<file path="src/rtl/owm_pkg.sv">
package owm_pkg;

   // register byte addresses; software depends on them
   localparam logic [2:0] ADDR_CTRL = 3'h0;
   localparam logic [2:0] ADDR_DIV  = 3'h2;
   localparam logic [2:0] ADDR_SRST = 3'h4;

   // control register bit positions
   localparam int BIT_RESET = 7;
   localparam int BIT_PRES  = 6;
   localparam int BIT_WR0   = 5;
   localparam int BIT_WR1   = 4;
   localparam int BIT_RDVAL = 3;

   typedef enum logic [1:0] {
      ST_IDLE,
      ST_RST_LOW,
      ST_PRES_WIN,
      ST_SLOT
   } ow_state_e;

   typedef enum logic [1:0] {
      CMD_NONE,
      CMD_RESET,
      CMD_WR0,
      CMD_WR1
   } ow_cmd_e;

endpackage

</file>
<file path="src/rtl/owm_prescaler.sv">
module owm_prescaler #(
   parameter int DIV_W = 8
) (
   input  logic             clk,
   input  logic             rst_n,
   input  logic             clear,
   input  logic [DIV_W-1:0] div,
   output logic             tick
);

   logic [DIV_W-1:0] cnt_q;

   always_ff @(posedge clk or negedge rst_n) begin
      if (!rst_n) begin
         cnt_q <= '0;
      end else if (clear || cnt_q == div) begin
         cnt_q <= '0;
      end else begin
         cnt_q <= cnt_q + 1'b1;
      end
   end

   assign tick = !clear && (cnt_q == div);

endmodule

</file>
<file path="src/rtl/owm_line_sync.sv">
module owm_line_sync #(
   parameter int STAGES = 2
) (
   input  logic clk,
   input  logic rst_n,
   input  logic line_in,
   output logic line_s
);

   if (STAGES == 0) begin : g_direct
      assign line_s = line_in;
   end else begin : g_chain
      logic [STAGES-1:0] sync_q;
      always_ff @(posedge clk or negedge rst_n) begin
         if (!rst_n) begin
            sync_q <= '1;
         end else if (STAGES == 1) begin
            sync_q <= line_in;
         end else begin
            sync_q <= {sync_q[STAGES-2:0], line_in};
         end
      end
      assign line_s = sync_q[STAGES-1];
   end

endmodule

</file>
<file path="src/rtl/owm_seq.sv">
module owm_seq
   import owm_pkg::*;
#(
   parameter int RST_LOW_TICKS  = 511,
   parameter int PRES_WIN_TICKS = 512,
   parameter int PRES_FIRST     = 15,
   parameter int PRES_LAST      = 240,
   parameter int WR0_LOW_TICKS  = 60,
   parameter int WR1_LOW_TICKS  = 5,
   parameter int SAMPLE_TICK    = 15,
   parameter int SLOT_TICKS     = 62
) (
   input  logic    clk,
   input  logic    rst_n,
   input  logic    srst,
   input  logic    start,
   input  ow_cmd_e start_cmd,
   input  logic    tick,
   input  logic    line_s,
   output logic    busy,
   output ow_cmd_e cur_cmd,
   output logic    presence,
   output logic    rd_bit,
   output logic    drive_low
);

   localparam int MAX_AB = (RST_LOW_TICKS > PRES_WIN_TICKS) ? RST_LOW_TICKS : PRES_WIN_TICKS;
   localparam int MAX_T  = (MAX_AB > SLOT_TICKS) ? MAX_AB : SLOT_TICKS;
   localparam int CNT_W  = $clog2(MAX_T + 1);

   localparam logic [CNT_W-1:0] RST_END  = CNT_W'(RST_LOW_TICKS - 1);
   localparam logic [CNT_W-1:0] WIN_END  = CNT_W'(PRES_WIN_TICKS - 1);
   localparam logic [CNT_W-1:0] WIN_LO   = CNT_W'(PRES_FIRST - 1);
   localparam logic [CNT_W-1:0] WIN_HI   = CNT_W'(PRES_LAST - 1);
   localparam logic [CNT_W-1:0] WR0_END  = CNT_W'(WR0_LOW_TICKS - 1);
   localparam logic [CNT_W-1:0] WR1_END  = CNT_W'(WR1_LOW_TICKS - 1);
   localparam logic [CNT_W-1:0] SAMP_AT  = CNT_W'(SAMPLE_TICK - 1);
   localparam logic [CNT_W-1:0] SLOT_END = CNT_W'(SLOT_TICKS - 1);

   ow_state_e        state_q;
   ow_cmd_e          cmd_q;
   logic [CNT_W-1:0] tcnt_q;
   logic [CNT_W-1:0] rel_at;
   logic             in_win;
   logic             oe_q, pres_q, rbit_q;

   always_comb begin
      rel_at = (cmd_q == CMD_WR0) ? WR0_END : WR1_END;
      in_win = (tcnt_q >= WIN_LO) && (tcnt_q <= WIN_HI);
   end

   always_ff @(posedge clk or negedge rst_n) begin
      if (!rst_n) begin
         state_q <= ST_IDLE;
         cmd_q   <= CMD_NONE;
         tcnt_q  <= '0;
         oe_q    <= 1'b0;
         pres_q  <= 1'b0;
         rbit_q  <= 1'b0;
      end else if (srst) begin
         state_q <= ST_IDLE;
         cmd_q   <= CMD_NONE;
         tcnt_q  <= '0;
         oe_q    <= 1'b0;
         pres_q  <= 1'b0;
         rbit_q  <= 1'b0;
      end else begin
         unique case (state_q)
            ST_IDLE: begin
               if (start && start_cmd != CMD_NONE) begin
                  cmd_q  <= start_cmd;
                  tcnt_q <= '0;
                  oe_q   <= 1'b1;
                  if (start_cmd == CMD_RESET) begin
                     state_q <= ST_RST_LOW;
                     pres_q  <= 1'b0;
                  end else begin
                     state_q <= ST_SLOT;
                  end
               end
            end
            ST_RST_LOW: begin
               if (tick) begin
                  if (tcnt_q == RST_END) begin
                     state_q <= ST_PRES_WIN;
                     tcnt_q  <= '0;
                     oe_q    <= 1'b0;
                  end else begin
                     tcnt_q <= tcnt_q + 1'b1;
                  end
               end
            end
            ST_PRES_WIN: begin
               if (tick) begin
                  if (in_win && !line_s) begin
                     pres_q <= 1'b1;
                  end
                  if (tcnt_q == WIN_END) begin
                     state_q <= ST_IDLE;
                     cmd_q   <= CMD_NONE;
                     tcnt_q  <= '0;
                  end else begin
                     tcnt_q <= tcnt_q + 1'b1;
                  end
               end
            end
            ST_SLOT: begin
               if (tick) begin
                  if (tcnt_q == rel_at) begin
                     oe_q <= 1'b0;
                  end
                  if (cmd_q == CMD_WR1 && tcnt_q == SAMP_AT) begin
                     rbit_q <= line_s;
                  end
                  if (tcnt_q == SLOT_END) begin
                     state_q <= ST_IDLE;
                     cmd_q   <= CMD_NONE;
                     tcnt_q  <= '0;
                     oe_q    <= 1'b0;
                  end else begin
                     tcnt_q <= tcnt_q + 1'b1;
                  end
               end
            end
            default: begin
               state_q <= ST_IDLE;
               cmd_q   <= CMD_NONE;
               oe_q    <= 1'b0;
            end
         endcase
      end
   end

   assign busy      = (state_q != ST_IDLE);
   assign cur_cmd   = cmd_q;
   assign presence  = pres_q;
   assign rd_bit    = rbit_q;
   assign drive_low = oe_q;

endmodule

</file>
<file path="src/rtl/owire_master.sv">
module owire_master
   import owm_pkg::*;
#(
   parameter int          DIV_W          = 8,
   parameter int          DIV_RESET      = 0,
   parameter int          SYNC_STAGES    = 2,
   parameter int          RST_LOW_TICKS  = 511,
   parameter int          PRES_WIN_TICKS = 512,
   parameter int          PRES_FIRST     = 15,
   parameter int          PRES_LAST      = 240,
   parameter int          WR0_LOW_TICKS  = 60,
   parameter int          WR1_LOW_TICKS  = 5,
   parameter int          SAMPLE_TICK    = 15,
   parameter int          SLOT_TICKS     = 62
) (
   input  logic       clk,
   input  logic       rst_n,
   input  logic       reg_we,
   input  logic [2:0] reg_addr,
   input  logic [7:0] reg_wdata,
   output logic [7:0] reg_rdata,
   input  logic       line_in,
   output logic       line_oe
);

   // elaboration-time parameter checks
   if (DIV_W < 1 || DIV_W > 8) begin : g_bad_div_w
      $error("owire_master: DIV_W must be 1..8");
   end
   if (SYNC_STAGES < 0 || SYNC_STAGES > 3) begin : g_bad_sync
      $error("owire_master: SYNC_STAGES must be 0..3");
   end
   if (SLOT_TICKS > 120 || SLOT_TICKS <= WR0_LOW_TICKS) begin : g_bad_slot
      $error("owire_master: slot length must exceed write-0 low time and stay within 120 ticks");
   end
   if (SAMPLE_TICK <= WR1_LOW_TICKS || SAMPLE_TICK > SLOT_TICKS) begin : g_bad_sample
      $error("owire_master: sample tick must follow release and lie inside the slot");
   end
   if (PRES_FIRST < 1 || PRES_FIRST > PRES_LAST || PRES_LAST > PRES_WIN_TICKS) begin : g_bad_win
      $error("owire_master: presence window out of range");
   end
   if (RST_LOW_TICKS < 1 || WR1_LOW_TICKS < 1) begin : g_bad_low
      $error("owire_master: low phases need at least one tick");
   end

   logic [DIV_W-1:0] div_q;
   logic             srst_q;
   logic             seq_busy;
   ow_cmd_e          seq_cmd;
   logic             seq_pres, seq_rbit;
   logic             tick, line_s;
   logic             ctrl_wr, start;
   ow_cmd_e          req_cmd;

   always_ff @(posedge clk or negedge rst_n) begin
      if (!rst_n) begin
         div_q  <= DIV_W'(DIV_RESET);
         srst_q <= 1'b0;
      end else if (reg_we) begin
         if (reg_addr == ADDR_DIV)  div_q  <= reg_wdata[DIV_W-1:0];
         if (reg_addr == ADDR_SRST) srst_q <= reg_wdata[0];
      end
   end

   // one command per write; reset outranks write-0, which outranks write-1
   always_comb begin
      if (reg_wdata[BIT_RESET])    req_cmd = CMD_RESET;
      else if (reg_wdata[BIT_WR0]) req_cmd = CMD_WR0;
      else if (reg_wdata[BIT_WR1]) req_cmd = CMD_WR1;
      else                         req_cmd = CMD_NONE;
   end

   assign ctrl_wr = reg_we && (reg_addr == ADDR_CTRL);
   assign start   = ctrl_wr && !seq_busy && !srst_q;

   owm_prescaler #(
      .DIV_W (DIV_W)
   ) u_presc (
      .clk   (clk),
      .rst_n (rst_n),
      .clear (!seq_busy),
      .div   (div_q),
      .tick  (tick)
   );

   owm_line_sync #(
      .STAGES (SYNC_STAGES)
   ) u_sync (
      .clk     (clk),
      .rst_n   (rst_n),
      .line_in (line_in),
      .line_s  (line_s)
   );

   owm_seq #(
      .RST_LOW_TICKS  (RST_LOW_TICKS),
      .PRES_WIN_TICKS (PRES_WIN_TICKS),
      .PRES_FIRST     (PRES_FIRST),
      .PRES_LAST      (PRES_LAST),
      .WR0_LOW_TICKS  (WR0_LOW_TICKS),
      .WR1_LOW_TICKS  (WR1_LOW_TICKS),
      .SAMPLE_TICK    (SAMPLE_TICK),
      .SLOT_TICKS     (SLOT_TICKS)
   ) u_seq (
      .clk       (clk),
      .rst_n     (rst_n),
      .srst      (srst_q),
      .start     (start),
      .start_cmd (req_cmd),
      .tick      (tick),
      .line_s    (line_s),
      .busy      (seq_busy),
      .cur_cmd   (seq_cmd),
      .presence  (seq_pres),
      .rd_bit    (seq_rbit),
      .drive_low (line_oe)
   );

   always_comb begin
      reg_rdata = 8'h00;
      unique case (reg_addr)
         ADDR_CTRL: begin
            reg_rdata[BIT_RESET] = (seq_cmd == CMD_RESET);
            reg_rdata[BIT_PRES]  = seq_pres;
            reg_rdata[BIT_WR0]   = (seq_cmd == CMD_WR0);
            reg_rdata[BIT_WR1]   = (seq_cmd == CMD_WR1);
            reg_rdata[BIT_RDVAL] = seq_rbit;
         end
         ADDR_DIV:  reg_rdata = 8'(div_q);
         ADDR_SRST: reg_rdata = {7'b0, srst_q};
         default:   reg_rdata = 8'h00;
      endcase
   end

endmodule

</file>
<file path="config.mk">
export PLATFORM = sky130hd
export DESIGN_NAME = owire_master
export DESIGN_NICKNAME = d
export VERILOG_FILES = /design/src/rtl/owm_pkg.sv /design/src/rtl/owm_prescaler.sv /design/src/rtl/owm_line_sync.sv /design/src/rtl/owm_seq.sv /design/src/rtl/owire_master.sv
export SDC_FILE = /design/constraint.sdc
export NUM_CORES = 1
export LEC_CHECK = 0
export ABC_CLOCK_PERIOD_IN_PS = 2900
export BUFFER_PORTS_ARGS = -buffer_cell sky130_fd_sc_hd__buf_4
export CAP_MARGIN = 25
export CORE_ASPECT_RATIO = 1.4
export CORE_MARGIN = 4
export CORE_UTILIZATION = 58
export DETAILED_ROUTE_END_ITERATION = 10
export PLACE_DENSITY = 0.9
export SYNTH_ARGS = -nofsm -noshare
export SYNTH_HDL_FRONTEND = slang
export SYNTH_SLANG_ARGS = --single-unit
</file>
<file path="constraint.sdc">
create_clock -name clk -period 2.9 [get_ports clk]
set_input_delay 0.435 -clock clk [delete_from_list [all_inputs] [get_ports clk]]
set_output_delay 0.435 -clock clk [all_outputs]
set_load 0.02 [all_outputs]
</file>
Word-level counts from Yosys, hierarchy flattened
Cells that the tools add are included.
W data, S select, Z words.
Word-level totals
  register bits: 36
  input bits: 15
  output and inout bits: 9
  logic and storage cells: 116
Operators by class
  $add $sub $neg: 2
  $lt $le $gt $ge: 2
  equality and inequality tests: 25
  multiplexer cells: 47
  reduce and logical (&&, ||, !) cells: 30
Operators by type and width (count)
  $mux W10: 8
  $pmux W10 S4: 1
  $mux W2: 14
  $eq A10 B9 Y1 const B: 2
  $ne A3 B2 Y1 const B: 6
  $mux W1: 16
  $reduce_and A6 Y1: 2
  $add A10 B1 Y10 const B: 1
  $eq A10 B10 Y1: 1
  $eq A10 B4 Y1 const B: 1
  $eq A10 B6 Y1 const B: 1
  $ge A10 B4 Y1 const B: 1
  $le A10 B8 Y1 const B: 1
  $pmux W5 S2: 1
  $reduce_bool A2 Y1: 5
  $ne A3 B3 Y1 const B: 3
  $add A8 B1 Y8 const B: 1
  $eq A2 B2 Y1 const B: 4
  $eq A8 B8 Y1: 1
  $logic_and A1 B1 Y1: 8
  $mux W8: 1
  $pmux W2 S4: 1
  $reduce_bool A4 Y1: 2
  $reduce_and A7 Y1: 1
  18 further kinds: 23

Logic depth before layout (Yosys ltp)
  depth after elaboration: 8
  depth in mapped cells: 8
  depth with buffers taken out: 8

By module
From an unflattened synthesis, not the netlist that was laid out.
Second synthesis, totals
  cells, all modules: 246
  area total of the unflattened synthesis: 2307.2 um^2
By module, submodules not included
  owm_seq: times used 1, cells an instance 148, area an instance 1204.9 um^2, sequential area each 425.4 um^2
  owire_master: times used 1, cells an instance 50, area an instance 525.5 um^2, sequential area each 225.2 um^2
  owm_prescaler: times used 1, cells an instance 46, area an instance 524.3 um^2, sequential area each 200.2 um^2
  owm_line_sync: times used 1, cells an instance 2, area an instance 52.6 um^2, sequential area each 52.6 um^2

Least setup slack after synthesis
No wires, ideal clock.
  path kind: reg2reg
  from: register u_presc.cnt_q[5]
  to: register u_seq.oe_q (netlist: u_seq.drive_low)
  setup time: 0.128 ns
  data arrival time: 2.032 ns
  data required time: 2.772 ns
  setup slack: 0.741 ns
  stages on the path, launching flop included: 7
  buffers on the path: 0
  clock period less this slack: 2.159 ns
  path through: dfrtp_1 > xor2_1 > nor4_1 > nand3b_2 > a211o_2 > a211oi_2 > mux2_1
Between the ends
  longest elaborated chain between the ends: 4
  elaborated cells on any way between the ends: 5
  classes of those cells: 3 x eq/ne; 2 x reduce/logical
RTL lines
  start: declaration: line owm_prescaler.sv:11  | logic [DIV_W-1:0] cnt_q;
  start signal: assignment: line owm_prescaler.sv:19  | cnt_q <= cnt_q + 1'b1;
  $eq A8 B8 Y1 *: line owm_prescaler.sv:23  | assign tick = !clear && (cnt_q == div);
  $logic_and A1 B1 Y1 *: line owm_prescaler.sv:23
  $ne A3 B3 Y1 (no line)
  $reduce_and A6 Y1 (no line) *
  end signal: assignment: line owm_seq.sv:57  | oe_q <= 1'b0;
  end signal: assignment: line owm_seq.sv:64  | oe_q <= 1'b0;
  end signal: assignment: line owm_seq.sv:73  | oe_q <= 1'b1;
  end: declaration: line owm_seq.sv:45  | logic oe_q, pres_q, rbit_q;
Mark *: on every way between the ends. The rest lies on a longest branch, timed or not.
A chain may end at the register's enable or synchronous reset.

Worst setup path in the final report
Same ends and word-level chain as after synthesis.

==> implementation parameters <==
Parameter                              Value

STA
  Time the final worst path needs with I/O delays and setup    2420 ps
  Setup violations, final    0
  Slew at the pin closest to its max-slew limit    505 ps
  Worst clock skew    5.89 ps
  Final period utilization    0.833
  F_max    414 MHz
  Final-report max-slew violation count    0
  Worst slew margin relative to its limit    0.660
  Number of endpoints with negative hold slack in the final report    0
  RSZ-0062 raised after global routing    no
  Final TNS setup    0 ps

Setup path
  Required time worst endpoint    3070 ps
  Path type of the worst setup path    register to register
  Destination of the worst register-to-register timing path    u_seq.drive_low
  Worst endpoint data arrival time    2590 ps
  Largest stage delay on the critical path    490 ps
  CP Capture Point    u_seq.drive_low
  Startpoint of the worst register-to-register path    u_presc.cnt_q[5]
  Cell with the largest stage delay on the worst path    nor4_1
  Slack of the worst reg-to-reg path    480 ps
  Beginning of the critical path    u_presc.cnt_q[5]
  Top fanout value on the critical path    8
  Kind of launch point of the worst setup path    register
  Endpoint type of the worst setup path    register
  R2r worst-path depth    6
  Crit path cell chain    xor2_1, nor4_1, nand3b_2, a211o_2, a211oi_2, mux2_1

Die
  Site row count    26
  Std-Cell Core Area    3710 sq um
  Initial core utilization    0.609
  Die boundary height    81.8 microns
  Die width    60.7 microns
  I/O pins    24
  Die footprint    4970 sq um

Final layout
  Proportion of layout cells with a drive suffix above 1    0.207
  Sequential cell area    903 sq um
  Net count of the finished layout    279
  Filler cell count in the final layout    286
  Diode count    0
  Growth of design area from synthesis to finish    11.9%
  Non-filler cells in the finished layout    298
  Combined area of the multi-input logic cells    1270 sq um

Status
  Run status    finished, final reports clean

Route
  # DRC    0
  Top metal layer carrying routed signals    met4
  Average vias per placed instance    6.22
  Met2 wire length    2790 microns
  Average wire per cell in the routed design    17.3 microns
  Via count    1854
  Routed wire length    5160 microns
  Detailed router's first-iteration violation count    79
  Met3 routed WL    208 microns
  Routed metal-1 wire length    2040 microns
  Remaining antenna violation count after routing    0
  First-pass detailed-route iteration total    4

GRT
  Overflow after GRT    0
  Wire length of the first global-routing pass    8610 microns
  Pin count of the biggest net entering global routing    37
  Number of antenna violations at the first check in global routing    0
  Global Route Usage Sum    0.232
  Number of global-route vias before repair    1866

Yosys
  Share of synthesized flip-flops with an asynchronous set or reset    1.00
  Synthesized net count    258
  Commonest register cell after synthesis    dfrtp_1
  Number of flops mapped to enable cells by yosys    0
  Mean cell area of the mapped netlist    9.65 sq um
  Sequential share of the synthesized area    0.400
  Yosys warns    0
  Leading area contributor after synthesis    dfrtp_1
  Netlist Area Pre-Place    2260 sq um
  Area share of the largest cell type after synthesis    0.377
  Top cells by area, synth    dfrtp_1 (38%), xor2_1 (5.0%), ha_1 (5.0%)
  Number of distinct library cells after synthesis    50
  Gate count of the mapped netlist    234
  Flops & latches, synth    36

Hold path
  Type of the tightest min-delay check    input port to async pin

Place
  Port Buffers    23
  DP Wirelength    3710 microns
  Routability congestion estimate    1.00
  Cell count after placement    290

Clocking
  Number of buffers inserted for hold repair after clock tree synthesis    0
  Post-cts gate resize count    0
  Maximum level of the CTS H-tree    2
  Postcts setup bufs    0
  Clk sinks    36
  Total clock buffers created by CTS    5
  Clock Pin Slew Worst Setup and Hold Paths    70 ps
  Clock root buffer master    clkbuf_8
  Clock tree from TritonCTS    yes
  Number of buffers on the longest clock path    2
  Clock latency on the worst-skew pair    300 ps

Pwr
  Highest ir drop seen on vdd    541 uV
  Power per cell area    621 nW/um^2
  Cell leakage power    1.12 nW

Run
  Max-cap check violation count    0
==> sequential cells by signal, summed over array words and instances (netlist names) <==
signal / count
div_q: 8
u_sync.g_chain.sync_q: 2
u_seq.presence: 1
u_seq.rd_bit: 1
u_presc.cnt_q: 8
srst_q: 1
u_seq.cur_cmd: 2
u_seq.tcnt_q: 10
u_seq.state_q: 2
u_seq.drive_low: 1
==> placed cells by master, fill, tap and decap left out, types with 8 or more instances in the layout <==
cell	n
nor2_1	29
nand3_1	12
mux2_2	9
xor2_1	13
dfrtp_1	34
nand2_1	9
o21ai_0	9
ha_1	9
buf_4	23
a21oi_1	9
inv_1	10
mux2i_1	8
==> power by group <==
| group | leakage (nW) | internal (mW) | switching, mW |
|---|---|---|---|
| clock network | 0.0479 | 0.167 | 0.184 |
| logic | 0.601 | 0.251 | 0.311 |
| registers | 0.475 | 0.566 | 0.0890 |
| total | 1.12 | 0.984 | 0.584 |
==> Yosys cell counts (3+ instances only) <==
library cell / number
ha_1: 9
a21oi_1: 9
nand2b_1: 4
nand3_1: 12
xor2_1: 13
nand2_1: 9
clkbuf_1: 6
o31ai_1: 6
nor2_1: 29
inv_1: 10
mux2i_1: 8
mux2_2: 9
o21ai_1: 3
and3_1: 6
nor4_1: 6
nor3_1: 5
a21o_1: 3
a31oi_1: 3
dfrtp_1: 34
o21ai_0: 9
==> stage by stage <==
step	power (mW)	hold slack (ps)	setup WS [ps]	instance area [sq um]	utilization
after floorplan	1.07	139	741	2260	-
after global placement	1.20	346	598	2440	0.658
after CTS	1.58	95.1	506	2530	0.681
after global routing	1.67	114	325	2530	0.681
final	1.57	81.6	484	2530	0.681
after detailed placement	1.22	351	517	2440	0.658
==> worst max-delay path: cells and delay by family (launching register included) <==
family / cells / cell delay, ps
AO/OA/AOI/OAI: 2 / 590
AND/OR/NAND/NOR: 2 / 750
flip-flops: 1 / 420
XOR/XNOR: 1 / 180
multiplexers: 1 / 350
==> kinds of logic (layout without fill, tap and decap cells) <==
kind of cell / Yosys count / count (layout) / share of synthesized area
mux: 18 / 18 / 0.0854
flops: 36 / 36 / 0.400
fa+ha+maj: 9 / 9 / 0.0499
xor+xnor: 14 / 14 / 0.0543
buf+inv: 19 / 41 / 0.0360
compound gates: 46 / 46 / 0.159
simple gates: 92 / 92 / 0.216
==> worst min path at each step <==
stage | endpoint | slack [ps] | cells past startpoint | from
floorplan | div_q[0] | 140 | 0 | rst_n
global placement | u_sync.g_chain.sync_q[1] | 350 | 0 | u_sync.g_chain.sync_q[0]
detailed placement | u_sync.g_chain.sync_q[1] | 350 | 0 | u_sync.g_chain.sync_q[0]
CTS | div_q[2] | 100 | 1 | rst_n
global route | div_q[7] | 110 | 1 | rst_n
finish | u_seq.cur_cmd[0] | 80 | 1 | rst_n
==> layout make-up <==
cell class / instances / area share
inverter: 10 / 0.0149
clock buffer: 5 / 0.0272
tap: 42 / 0.0208
clock inverter: 3 / 0.00743
sequential: 36 / 0.358
timing repair buffer: 23 / 0.0684
multi-input combinational: 179 / 0.504
==> routing by layer <==
layer,global-route usage,vias up
li1,-,882
met1,0.260,907
met2,0.411,55
met3,0.0472,10
met4,0.106,0
met5,0,-
(Power assumes the default switching activity.)
